===== config.mk =====
export PLATFORM = sky130hd
export DESIGN_NAME = pfw_prefetch_window
export DESIGN_NICKNAME = d
export VERILOG_FILES = /design/src/rtl/pfw_pkg.sv /design/src/rtl/pfw_plan.sv /design/src/rtl/pfw_window.sv /design/src/rtl/pfw_seq.sv /design/src/rtl/pfw_prefetch_window.sv
export SDC_FILE = /design/constraint.sdc
export NUM_CORES = 2
export LEC_CHECK = 0
export ABC_AREA = 1
export BUFFER_PORTS_ARGS = -buffer_cell sky130_fd_sc_hd__buf_2
export CAP_MARGIN = 20
export CORE_ASPECT_RATIO = 0.9
export CORE_MARGIN = 8
export CORE_UTILIZATION = 30
export CTS_CLUSTER_DIAMETER = 50
export DETAILED_ROUTE_END_ITERATION = 10
export SYNTH_ARGS = -nofsm -noshare
export SYNTH_HDL_FRONTEND = slang
export SYNTH_HIERARCHICAL = 1
export SYNTH_SLANG_ARGS = --single-unit

===== constraint.sdc =====
create_clock -name clk -period 7.1 [get_ports clk]
set_input_delay 1.42 -clock clk [delete_from_list [all_inputs] [get_ports clk]]
set_output_delay 1.42 -clock clk [all_outputs]
set_load 0.02 [all_outputs]

===== src/rtl/pfw_pkg.sv =====
package pfw_pkg;

  localparam int unsigned PAGE_BYTES = 4096;
  localparam int unsigned PAGE_BITS  = 12;

  typedef enum logic [1:0] {
    PL_HIT    = 2'd0,
    PL_FILL   = 2'd1,
    PL_DIRECT = 2'd2
  } plan_t;

  typedef enum logic [1:0] {
    SQ_IDLE   = 2'd0,
    SQ_FILL   = 2'd1,
    SQ_DIRECT = 2'd2
  } seq_st_t;

  typedef enum logic {
    TP_IDLE = 1'b0,
    TP_WAIT = 1'b1
  } top_st_t;

  // Keep the lowest n bytes of a word, zero the rest.
  function automatic logic [31:0] keep_low(input logic [31:0] w, input logic [2:0] n);
    logic [31:0] r;
    r = '0;
    for (int k = 0; k < 4; k++) begin
      if (3'(k) < n) r[8*k +: 8] = w[8*k +: 8];
    end
    return r;
  endfunction

endpackage


===== src/rtl/pfw_plan.sv =====
module pfw_plan
  import pfw_pkg::*;
#(
  parameter int unsigned WIN_BYTES = 16
) (
  input  logic [31:0] addr,
  input  logic [31:0] off,
  input  logic [31:0] limit,
  input  logic [2:0]  size,
  input  logic        paging_en,
  input  logic        win_valid,
  input  logic [31:0] win_base,
  output plan_t       kind,
  output logic [31:0] fill_start,
  output logic        drop_valid
);

  localparam logic [32:0] WIN33     = 33'(WIN_BYTES);
  localparam logic [11:0] CLAMP_OFS = 12'(PAGE_BYTES - WIN_BYTES);

  logic [32:0] reach;
  logic        in_limit;
  logic        clamp;
  logic [31:0] start_c;
  logic [32:0] span;
  logic        covers;
  logic [31:0] hdiff;
  logic        hit;

  always_comb begin
    reach    = {1'b0, off} + WIN33 - 33'd1;
    in_limit = reach <= {1'b0, limit};

    clamp   = paging_en && (addr[PAGE_BITS-1:0] > CLAMP_OFS);
    start_c = clamp ? {addr[31:PAGE_BITS], CLAMP_OFS} : addr;
    span    = {1'b0, addr - start_c} + 33'(size);
    covers  = span < WIN33;

    hdiff = addr - win_base;
    hit   = win_valid && (addr >= win_base) && (({1'b0, hdiff} + 33'(size)) <= WIN33);

    drop_valid = 1'b0;
    if (!in_limit) begin
      kind = PL_DIRECT;
    end else if (hit) begin
      kind = PL_HIT;
    end else if (!covers) begin
      kind       = PL_DIRECT;
      drop_valid = 1'b1;
    end else begin
      kind = PL_FILL;
    end
    fill_start = start_c;
  end

endmodule


===== src/rtl/pfw_window.sv =====
module pfw_window #(
  parameter int unsigned WIN_BYTES = 16,
  localparam int unsigned OFFW     = $clog2(WIN_BYTES),
  localparam int unsigned IDXW     = $clog2(WIN_BYTES / 4)
) (
  input  logic            clk,
  input  logic            rst,
  input  logic            fill_we,
  input  logic [IDXW-1:0] fill_idx,
  input  logic [31:0]     fill_word,
  input  logic            wr_valid,
  input  logic [31:0]     wr_addr,
  input  logic [2:0]      wr_size,
  input  logic [31:0]     wr_data,
  input  logic            win_valid,
  input  logic [31:0]     win_base,
  input  logic [OFFW-1:0] rd_off,
  input  logic [2:0]      rd_size,
  output logic [31:0]     rd_data
);

  logic [7:0]           bytes [WIN_BYTES];
  logic [WIN_BYTES-1:0][3:0] snp;

  // Which snooped lane, if any, lands on each window byte.
  always_comb begin
    for (int i = 0; i < WIN_BYTES; i++) begin
      for (int j = 0; j < 4; j++) begin
        snp[i][j] = wr_valid && win_valid && (3'(j) < wr_size) &&
                    ((wr_addr + 32'(j) - win_base) == 32'(i));
      end
    end
  end

  always_ff @(posedge clk) begin
    for (int i = 0; i < WIN_BYTES; i++) begin
      if (fill_we && (fill_idx == IDXW'(i / 4))) begin
        bytes[i] <= fill_word[8*(i%4) +: 8];
      end else begin
        for (int j = 0; j < 4; j++) begin
          if (snp[i][j]) bytes[i] <= wr_data[8*j +: 8];
        end
      end
    end
  end

  always_comb begin
    rd_data = '0;
    for (int k = 0; k < 4; k++) begin
      if (3'(k) < rd_size) rd_data[8*k +: 8] = bytes[OFFW'(rd_off + OFFW'(k))];
    end
  end

  AST_FILL_SNOOP_EXCL: assert property (@(posedge clk) disable iff (rst)
    fill_we |-> (snp == '0));

endmodule


===== src/rtl/pfw_seq.sv =====
module pfw_seq
  import pfw_pkg::*;
#(
  parameter int unsigned WIN_BYTES = 16,
  localparam int unsigned NWORDS   = WIN_BYTES / 4,
  localparam int unsigned IDXW     = $clog2(NWORDS)
) (
  input  logic            clk,
  input  logic            rst,
  input  logic            go_fill,
  input  logic            go_direct,
  input  logic [31:0]     start_addr,
  output logic            mem_rd_req,
  output logic [31:0]     mem_rd_addr,
  input  logic            mem_rd_ack,
  input  logic            mem_rd_err,
  input  logic [31:0]     mem_rd_data,
  output logic            fill_we,
  output logic [IDXW-1:0] fill_idx,
  output logic [31:0]     fill_word,
  output logic            fill_ok,
  output logic            fill_fail,
  output logic            dir_done,
  output logic            dir_err,
  output logic [31:0]     dir_word
);

  seq_st_t st;

  assign fill_we   = (st == SQ_FILL) && mem_rd_ack && !mem_rd_err;
  assign fill_word = mem_rd_data;

  always_ff @(posedge clk) begin
    if (rst) begin
      st          <= SQ_IDLE;
      mem_rd_req  <= 1'b0;
      mem_rd_addr <= '0;
      fill_idx    <= '0;
      fill_ok     <= 1'b0;
      fill_fail   <= 1'b0;
      dir_done    <= 1'b0;
      dir_err     <= 1'b0;
      dir_word    <= '0;
    end else begin
      fill_ok   <= 1'b0;
      fill_fail <= 1'b0;
      dir_done  <= 1'b0;
      unique case (st)
        SQ_IDLE: begin
          if (go_fill) begin
            st          <= SQ_FILL;
            mem_rd_req  <= 1'b1;
            mem_rd_addr <= start_addr;
            fill_idx    <= '0;
          end else if (go_direct) begin
            st          <= SQ_DIRECT;
            mem_rd_req  <= 1'b1;
            mem_rd_addr <= start_addr;
          end
        end
        SQ_FILL: begin
          if (mem_rd_ack) begin
            if (mem_rd_err) begin
              st         <= SQ_IDLE;
              mem_rd_req <= 1'b0;
              fill_fail  <= 1'b1;
            end else if (fill_idx == IDXW'(NWORDS - 1)) begin
              st         <= SQ_IDLE;
              mem_rd_req <= 1'b0;
              fill_ok    <= 1'b1;
            end else begin
              fill_idx    <= fill_idx + 1'b1;
              mem_rd_addr <= mem_rd_addr + 32'd4;
            end
          end
        end
        SQ_DIRECT: begin
          if (mem_rd_ack) begin
            st         <= SQ_IDLE;
            mem_rd_req <= 1'b0;
            dir_done   <= 1'b1;
            dir_err    <= mem_rd_err;
            dir_word   <= mem_rd_data;
          end
        end
        default: st <= SQ_IDLE;
      endcase
    end
  end

  AST_REQ_HOLD: assert property (@(posedge clk) disable iff (rst)
    (mem_rd_req && !mem_rd_ack) |=> (mem_rd_req && $stable(mem_rd_addr)));

  AST_SINGLE_END: assert property (@(posedge clk) disable iff (rst)
    $onehot0({fill_ok, fill_fail, dir_done}));

endmodule


===== src/rtl/pfw_prefetch_window.sv =====
module pfw_prefetch_window
  import pfw_pkg::*;
#(
  parameter int unsigned WIN_BYTES = 16,
  localparam int unsigned OFFW     = $clog2(WIN_BYTES),
  localparam int unsigned IDXW     = $clog2(WIN_BYTES / 4)
) (
  input  logic        clk,
  input  logic        rst,
  input  logic        req_valid,
  output logic        req_ready,
  input  logic [31:0] req_addr,
  input  logic [31:0] req_off,
  input  logic [31:0] req_limit,
  input  logic [2:0]  req_size,
  input  logic        paging_en,
  input  logic        wr_valid,
  input  logic [31:0] wr_addr,
  input  logic [2:0]  wr_size,
  input  logic [31:0] wr_data,
  input  logic        flush,
  output logic        mem_rd_req,
  output logic [31:0] mem_rd_addr,
  input  logic        mem_rd_ack,
  input  logic        mem_rd_err,
  input  logic [31:0] mem_rd_data,
  output logic        rsp_valid,
  output logic [31:0] rsp_data,
  output logic        rsp_err
);

  top_st_t         tst;
  logic            win_valid;
  logic [31:0]     win_base;
  logic [OFFW-1:0] held_off;
  logic [2:0]      held_size;
  logic            flush_seen;

  plan_t           kind;
  logic [31:0]     fill_start;
  logic            drop_valid;
  logic            accept;
  logic            go_fill;
  logic            go_direct;

  logic            fill_we;
  logic [IDXW-1:0] fill_idx;
  logic [31:0]     fill_word;
  logic            fill_ok;
  logic            fill_fail;
  logic            dir_done;
  logic            dir_err;
  logic [31:0]     dir_word;

  logic [OFFW-1:0] rd_off;
  logic [2:0]      rd_size;
  logic [31:0]     win_rd;
  logic [31:0]     hit_diff;

  assign req_ready = (tst == TP_IDLE);
  assign accept    = req_valid && req_ready;
  assign go_fill   = accept && (kind == PL_FILL);
  assign go_direct = accept && (kind == PL_DIRECT);
  assign hit_diff  = req_addr - win_base;
  assign rd_off    = (tst == TP_IDLE) ? hit_diff[OFFW-1:0] : held_off;
  assign rd_size   = (tst == TP_IDLE) ? req_size : held_size;

  pfw_plan #(.WIN_BYTES(WIN_BYTES)) u_plan (
    .addr       (req_addr),
    .off        (req_off),
    .limit      (req_limit),
    .size       (req_size),
    .paging_en  (paging_en),
    .win_valid  (win_valid),
    .win_base   (win_base),
    .kind       (kind),
    .fill_start (fill_start),
    .drop_valid (drop_valid)
  );

  pfw_seq #(.WIN_BYTES(WIN_BYTES)) u_seq (
    .clk         (clk),
    .rst         (rst),
    .go_fill     (go_fill),
    .go_direct   (go_direct),
    .start_addr  (go_fill ? fill_start : req_addr),
    .mem_rd_req  (mem_rd_req),
    .mem_rd_addr (mem_rd_addr),
    .mem_rd_ack  (mem_rd_ack),
    .mem_rd_err  (mem_rd_err),
    .mem_rd_data (mem_rd_data),
    .fill_we     (fill_we),
    .fill_idx    (fill_idx),
    .fill_word   (fill_word),
    .fill_ok     (fill_ok),
    .fill_fail   (fill_fail),
    .dir_done    (dir_done),
    .dir_err     (dir_err),
    .dir_word    (dir_word)
  );

  pfw_window #(.WIN_BYTES(WIN_BYTES)) u_win (
    .clk       (clk),
    .rst       (rst),
    .fill_we   (fill_we),
    .fill_idx  (fill_idx),
    .fill_word (fill_word),
    .wr_valid  (wr_valid),
    .wr_addr   (wr_addr),
    .wr_size   (wr_size),
    .wr_data   (wr_data),
    .win_valid (win_valid),
    .win_base  (win_base),
    .rd_off    (rd_off),
    .rd_size   (rd_size),
    .rd_data   (win_rd)
  );

  always_ff @(posedge clk) begin
    if (rst) begin
      tst        <= TP_IDLE;
      win_valid  <= 1'b0;
      win_base   <= '0;
      held_off   <= '0;
      held_size  <= '0;
      flush_seen <= 1'b0;
      rsp_valid  <= 1'b0;
      rsp_data   <= '0;
      rsp_err    <= 1'b0;
    end else begin
      rsp_valid <= 1'b0;
      rsp_err   <= 1'b0;
      unique case (tst)
        TP_IDLE: begin
          if (accept) begin
            held_size <= req_size;
            unique case (kind)
              PL_HIT: begin
                rsp_valid <= 1'b1;
                rsp_data  <= win_rd;
              end
              PL_FILL: begin
                win_base   <= fill_start;
                held_off   <= OFFW'(req_addr - fill_start);
                win_valid  <= 1'b0;
                flush_seen <= 1'b0;
                tst        <= TP_WAIT;
              end
              default: begin
                if (drop_valid) win_valid <= 1'b0;
                tst <= TP_WAIT;
              end
            endcase
          end
        end
        TP_WAIT: begin
          if (fill_ok) begin
            rsp_valid <= 1'b1;
            rsp_data  <= win_rd;
            win_valid <= !flush_seen;
            tst       <= TP_IDLE;
          end else if (fill_fail) begin
            rsp_valid <= 1'b1;
            rsp_err   <= 1'b1;
            rsp_data  <= '0;
            win_valid <= 1'b0;
            tst       <= TP_IDLE;
          end else if (dir_done) begin
            rsp_valid <= 1'b1;
            rsp_err   <= dir_err;
            rsp_data  <= dir_err ? 32'd0 : keep_low(dir_word, held_size);
            tst       <= TP_IDLE;
          end
        end
        default: tst <= TP_IDLE;
      endcase
      if (flush) begin
        win_valid <= 1'b0;
        if (tst == TP_WAIT) flush_seen <= 1'b1;
      end
    end
  end

  AST_HIT_NO_MEM: assert property (@(posedge clk) disable iff (rst)
    (accept && kind == PL_HIT) |=> !mem_rd_req);

  AST_FLUSH_DROPS: assert property (@(posedge clk) disable iff (rst)
    flush |=> !win_valid);

  AST_FAIL_REPORTS: assert property (@(posedge clk) disable iff (rst)
    fill_fail |=> (rsp_valid && rsp_err && !win_valid));

  AST_CLAMP_PAGE: assert property (@(posedge clk) disable iff (rst)
    (go_fill && paging_en) |-> ((fill_start[31:PAGE_BITS] == req_addr[31:PAGE_BITS]) &&
                                (fill_start[PAGE_BITS-1:0] <= 12'(PAGE_BYTES - WIN_BYTES))));

  AST_LIMIT_DIRECT: assert property (@(posedge clk) disable iff (rst)
    (accept && ({1'b0, req_off} + 33'(WIN_BYTES) - 33'd1 > {1'b0, req_limit}))
      |=> (mem_rd_req && mem_rd_addr == $past(req_addr)));

endmodule


After elaboration in Yosys (flattened, before gate mapping)
Memory sizes are Yosys's and may differ from the RTL's.
Cells that the tools add are included.
- register bits: 149
- latch bits: 0
- RAM bits: 128
- ROM bits: 0
- input bits: 206
- output and inout bits: 68
- logic and storage cells: 650
- memories: 1
- add/subtract/negate cells: 18
- multipliers: 0
- div/mod/pow operators: 0
- order comparisons: 17
- eq/ne operators: 80
- shift-type cells: 0
- multiplexer cells: 342
- bitwise logic cells: 68
- reductions and logical operators: 106
- memory list (memory ; depth ; bits a word ; rd ports ; clocked after Yosys merged registers in ; write ports ; RTL line ; source):
    u_win.bytes ; 16 ; 8 ; 4 ; 0 ; 16 ; pfw_window.sv:22 ; logic [7:0] bytes [WIN_BYTES];
- operator list (cell ; count):
    $eq A32 B4 Y1 const B ; 32
    $mux W8 ; 72
    $eq A32 B3 Y1 const B ; 16
    $mux W32 ; 11
    $eq A32 B2 Y1 const B ; 8
    $mux W1 ; 233
    $sub A32 B32 Y32 ; 6
    $eq A32 B1 Y1 const B ; 4
    $logic_not A32 Y1 ; 4
    $pmux W32 S2 ; 2
    $logic_and A1 B1 Y1 ; 81
    $add A32 B3 Y33 ; 2
    $add A32 B2 Y32 const B ; 2
    $or A1 B1 Y1 ; 64
    $add A32 B5 Y33 const B ; 1
    $le A33 B32 Y1 ; 1
    $le A33 B5 Y1 const B ; 1
    $lt A33 B5 Y1 const B ; 1
    $sub A33 B1 Y33 const B ; 1
    $add A32 B1 Y32 const B ; 1
    $add A32 B3 Y32 const B ; 1
    $ge A32 B32 Y1 ; 1
    $mux W2 ; 13
    $mux W12 ; 2
    other kinds (31) ; 71

Logic depth before layout (Yosys ltp)
- depth after elaboration: 15
- gate-level depth with buffers: 41
- gate-level depth less buffers: 38

Modules after synthesis
Netlist, hierarchy kept.
- modules (own cells, without submodules) (module ; times used ; cells an instance ; area each (um^2) ; sequential area each (um^2)):
    pfw_window ; 1 ; 4131 ; 23525.1 ; 3843.7
    pfw_plan ; 1 ; 1235 ; 6239.7 ; 0.0
    pfw_seq ; 1 ; 632 ; 4164.0 ; 1461.4
    pfw_prefetch_window ; 1 ; 663 ; 4057.6 ; 1521.5

Worst setup path before layout
Ideal clock, no wire load.
- path type: in2reg
- from: input port req_addr[0]
- to: register u_seq.mem_rd_addr[8]
- library setup time: 0.134 ns
- data arrival time: 5.282 ns
- data required time: 6.966 ns
- path slack: 1.684 ns
- stages: 37
- buffers on the path: 2
- cells stage by stage: inv_1 -> ha_1 -> inv_1 -> fa_1 -> xor2_1 -> ha_1 -> nand3_1 -> nand2_1 -> nand3_1 -> nor2_1 -> nand2_1 -> nor2_2 -> nand2_2 -> nor2_4 -> nand3_2 -> nor2_4 -> nand2_1 -> nand2_1 -> nand2_1 -> nor2_1 -> nand2_1 -> nor2_2 -> nand3_2 -> nand2_2 -> nand2_1 -> inv_1 -> nand3_2 -> inv_2 -> buf_4 -> nor2_2 -> inv_1 -> nand2_1 -> nand2_2 -> nand2_4 -> buf_4 -> o21ai_0 -> a21oi_1
- longest elaborated chain between the ends: 15
- elaborated cells on any way between the ends: 25
- classes of those cells: 4 x add/sub; 4 x order compare; 3 x eq/ne; 8 x mux; 6 x reduce/logical
- ends and longest elaborated chain (element ; RTL line ; source):
    start, declared ; pfw_prefetch_window.sv:12 ; input logic [31:0] req_addr,
    $gt A12 B12 Y1 ; pfw_plan.sv:34 ; clamp = paging_en && (addr[PAGE_BITS-1:0] > CLAMP_OFS);
    $logic_and A1 B1 Y1 ; pfw_plan.sv:34 ;
    $mux W12 ; pfw_plan.sv:35 ; start_c = clamp ? {addr[31:PAGE_BITS], CLAMP_OFS} : addr;
    $sub A32 B32 Y32 ; pfw_plan.sv:36 ; span = {1'b0, addr - start_c} + 33'(size);
    $add A32 B3 Y33 ; pfw_plan.sv:36 ;
    $lt A33 B5 Y1 ; pfw_plan.sv:37 ; covers = span < WIN33;
    $mux W2 ; pfw_plan.sv:47 ; end else if (!covers) begin
    $mux W2 (*) ; pfw_plan.sv:45 ; end else if (hit) begin
    $mux W2 (*) ; pfw_plan.sv:43 ; if (!in_limit) begin
    net kind[1] ; pfw_prefetch_window.sv:39 ; plan_t kind;
    $eq A2 B1 Y1 (*) ; pfw_prefetch_window.sv:62 ; assign go_fill = accept && (kind == PL_FILL);
    $logic_and A1 B1 Y1 (*) ; pfw_prefetch_window.sv:62 ;
    net go_fill ; pfw_prefetch_window.sv:43 ; logic go_fill;
    $mux W12 ; pfw_prefetch_window.sv:86 ; .start_addr (go_fill ? fill_start : req_addr),
    $mux W32 ; pfw_seq.sv:55 ; end else if (go_direct) begin
    $mux W32 ; pfw_seq.sv:50 ; if (go_fill) begin
    $pmux W32 S2 ; pfw_seq.sv:48 ; unique case (st)
    end signal, assigned ; pfw_seq.sv:53 ; mem_rd_addr <= start_addr;
    end signal, assigned ; pfw_seq.sv:58 ; mem_rd_addr <= start_addr;
    end signal, assigned ; pfw_seq.sv:73 ; mem_rd_addr <= mem_rd_addr + 32'd4;
    end, declared ; pfw_seq.sv:14 ; output logic [31:0] mem_rd_addr,
Mark *: on every way through the listed nets, which the timed path passes. The rest lies on a longest branch. The select of a mux whose other input is x is not followed.
A chain may end at the register's enable or synchronous reset.

Worst setup path after layout
- from: input port req_off[0]
- to: register u_seq.mem_rd_addr[17]
- longest elaborated chain between the ends: 8
- elaborated cells on any way between the ends: 12
- classes of those cells: 2 x add/sub; 1 x order compare; 3 x eq/ne; 3 x mux; 3 x reduce/logical
- ends and longest elaborated chain (element ; RTL line ; source):
    start, declared ; pfw_prefetch_window.sv:13 ; input logic [31:0] req_off,
    $add A32 B5 Y33 (*) ; pfw_plan.sv:31 ; reach = {1'b0, off} + WIN33 - 33'd1;
    $sub A33 B1 Y33 (*) ; pfw_plan.sv:31 ;
    $le A33 B32 Y1 (*) ; pfw_plan.sv:32 ; in_limit = reach <= {1'b0, limit};
    $mux W2 (*) ; pfw_plan.sv:43 ;
    net kind[0] ; pfw_prefetch_window.sv:39 ;
    $eq A2 B1 Y1 / $eq A2 B2 Y1 (equally long branches) ; pfw_prefetch_window.sv:62, pfw_prefetch_window.sv:63 ;
    $logic_and A1 B1 Y1 (on tied branches) ; pfw_prefetch_window.sv:62, pfw_prefetch_window.sv:63 ;
    $ne A3 B3 Y1 (no source line) / $mux W32 (equally long branches) ; - ;
    $reduce_and A5 Y1 (no source line) / $pmux W32 S2 (equally long branches) ; - ;
Mark *: on every way through the listed nets, which the timed path passes. The rest lies on a longest branch.

==> results.cfg <==
[run_status]
outcome = finished clean

[timing]
fin_crit_sh_pct = 84.8
fin_crit_ns = 6.02
slew_viol_final = 0
max_freq_ghz = 0.166
rsz0062_at_grt = no
tightest_slew_ns = 1.22
timing.slew.headroom_pct = 18.6
hold_ws_ns = 0.467
clock_skew_ns = 0.0231
setup_tns_ns = 0
setup_viol = 0
hold_viol = 0

[clock_network]
cts_hold_buf = 0
clockRootBuffer = clkbuf_16
numCtsBuffers = 36
clkSinkCount = 277
htree_num_levels = 2
cts_resized = 0
clk_pin_slew_ns = 0.06
clockBufferDepth = 3
clock_latency_ns = 0.57
cts_tree = built
post_cts_buffers = 0

[place]
dp.cells = 8406
place_hpwl_um = 157000
portBuffers = 273
gp_congestion = 1.04

[power_and_ir_drop]
p_leak_nw = 20.2
ir_drop_mv = 0.177
p_per_area_nw_per_um2 = 169

[routing]
drt-pass1-iter-count = 9
wl_per_cell_um = 22.6
vias = 45921
drtIter0Drc = 5906
wl_um = 192000
drc = 0
viasPerCell = 5.41
drtAntennaViolNets = 0

[layout]
drive_gt1_share_pct = 10.5
stdcell_count = 8483
syn_to_final_growth_pct = 10.1
fillers = 14351
final_cell_mix = nand2_1, nand3_1, inv_1
mostFrequentLayoutCell = nand2_1
layout.nets = 7146

[global_routing]
grt_pass1_vias = 41165
grt_max_degree = 109
antenna_found_initial = 20
grt_usage_pct = 26.2
grt_first_pass_wirelength_um = 275000
overflow = 0

[yosys]
synth-edff-count = 128
synth_area_um2 = 38000
ys_ff_latch = 277
yosysUniqueCellTypes = 62
seq_area_frac_synth_pct = 18.0
synth_area_per_cell_um2 = 5.70
ys_warn_count = 6
synthCells = 6661
ys.flop_type = dfxtp_1
async_flop_share_pct = 0
synth_area_leaders = nand2_1, nand3_1, edfxtp_1
synth_top_area_share_pct = 22.4
yosysTopAreaCell = nand2_1

[floorplanning]
initial_core_util_pct = 30.1
placementRows = 124
design.core.area_um2 = 126000
die_x_um = 391
fp.dieH_um = 354
ios = 274
die_area_um2 = 138000

[worst_hold_path]
min-delay-path-class = reg -> reg
min-delay-start = flush_seen

[worst_setup_path]
cp_data_required_time_ns = 7.50
slowest_stage = nand4_1
path_buf_inv = 8
critPathLaunchType = input port
end_kind = flip-flop
arrival_ns = 6.42
crit_type = in -> reg
r2r_start = win_base[0]
max_stage_delay_ns = 0.32
rrSetupSlack_ns = 1.81
cp-startpoint = req_off[0]
critPathMaxFanout = 35
critical_path.top_delay_family = simple AND/OR/NAND/NOR gates

[run]
maxCapViolCount = 0
[registers in the layout, summed over array words and instances (netlist names)]
register,cells
flush_seen,1
u_seq/mem_rd_req,1
u_seq/st,2
u_seq/fill_fail,1
rsp_err,1
u_seq/dir_done,1
held_size,3
tst,1
win_valid,1
u_seq/dir_word,32
u_win/bytes,128
u_seq/fill_ok,1
u_seq/dir_err,1
u_seq/mem_rd_addr,32
u_seq/fill_idx,2
rsp_valid,1
rsp_data,32
held_off,4
win_base,32
[synthesized netlist by cell type, types with 7 or more instances]
library cell	n
buf_4	70
nand3_4	10
o21ai_0	222
buf_6	13
buf_1	23
xor2_1	50
o21bai_1	8
nor3_2	14
dfxtp_1	149
fa_1	36
edfxtp_1	128
nand2_2	50
nor2_1	550
nand3_1	1019
nand2_1	2271
nor2_2	77
nor2_4	32
and2_1	15
o211ai_1	36
a31oi_1	21
nand2_4	10
a21oi_2	7
mux2i_1	55
clkbuf_1	161
nand4_1	171
a21oi_1	206
o21ai_1	7
buf_2	44
nand3_2	35
nor4_1	10
inv_1	785
inv_2	39
ha_1	159
nand3b_1	23
xnor2_1	16
a311oi_1	13
a211oi_1	8
nor3_1	74
[path summary, 6_finish.rpt]
path | to | cells past startpoint
min reg2reg | flush_seen | 2
max | u_seq/mem_rd_addr[17] | 35
max reg2reg | u_seq/mem_rd_addr[17] | 36
min | flush_seen | 2
[report_power, final]
group,internal [mW],total [mW],switching [mW]
clock,1.03,1.81,0.778
combinational,0.907,3.19,2.28
sequential,1.85,2.09,0.240
[cells by family after synthesis]
logic type / count (synthesis) / share of synthesized area, %
adders and majority gates: 195 / 7.13
xor gates and xnor gates: 66 / 1.52
muxes: 55 / 1.45
other: 2 / 0.0198
AOI/OAI and AO/OA: 547 / 7.95
buffers and inverters: 1143 / 12.5
DFF: 277 / 18.0
and+or+nand+nor: 4376 / 51.5
[through the flow]
| stage | setup WS (ns) | utilization, % | power [mW] | area [um^2] |
|---|---|---|---|---|
| 6_report | 1.08 | 33.1 | 7.08 | 41800 |
| 5_1_grt | 0.475 | 33.1 | 7.47 | 41800 |
| 4_1_cts | 1.13 | 33.1 | 7.03 | 41700 |
| 3_5_place_dp | 0.545 | 32.1 | 5.20 | 40600 |
| 3_3_place_gp | 0.599 | 32.1 | 5.19 | 40600 |
| 2_1_floorplan | 1.68 | - | 4.11 | 38000 |
[cell type report]
| class | count | area (um^2) | share of cell area (%) |
|---|---|---|---|
| multi-input cells | 5243 | 26500 | 63.3 |
| flip-flops and latches | 277 | 6830 | 16.3 |
| inverters | 828 | 3110 | 7.44 |
| well taps | 1701 | 2130 | 5.09 |
| repair buffers | 359 | 2080 | 4.98 |
| clock buffers | 44 | 972 | 2.32 |
| clock inverters | 20 | 185 | 0.443 |
| diodes | 11 | 27.5 | 0.0658 |
[worst register-to-register path: cells and delay by family, from the launching register on]
kind,cells,cell delay [ns]
buffers and inverters,5,0.68
AOI/OAI and AO/OA,2,0.21
adders and majority gates,3,1.02
xor gates and xnor gates,1,0.19
and+or+nand+nor,25,2.58
DFF,1,0.45
[metal layers]
metal | wire length [um] | vias to the layer above | GRT usage [%]
met2 | 80400 | 2448 | 39.5
met3 | 21300 | 385 | 6.20
met1 | 80800 | 21368 | 35.8
met4 | 9130 | 6 | 10.2
met5 | 38 | - | 0
li1 | - | 21714 | -
Note: power is estimated with default switching activity, not from simulation.
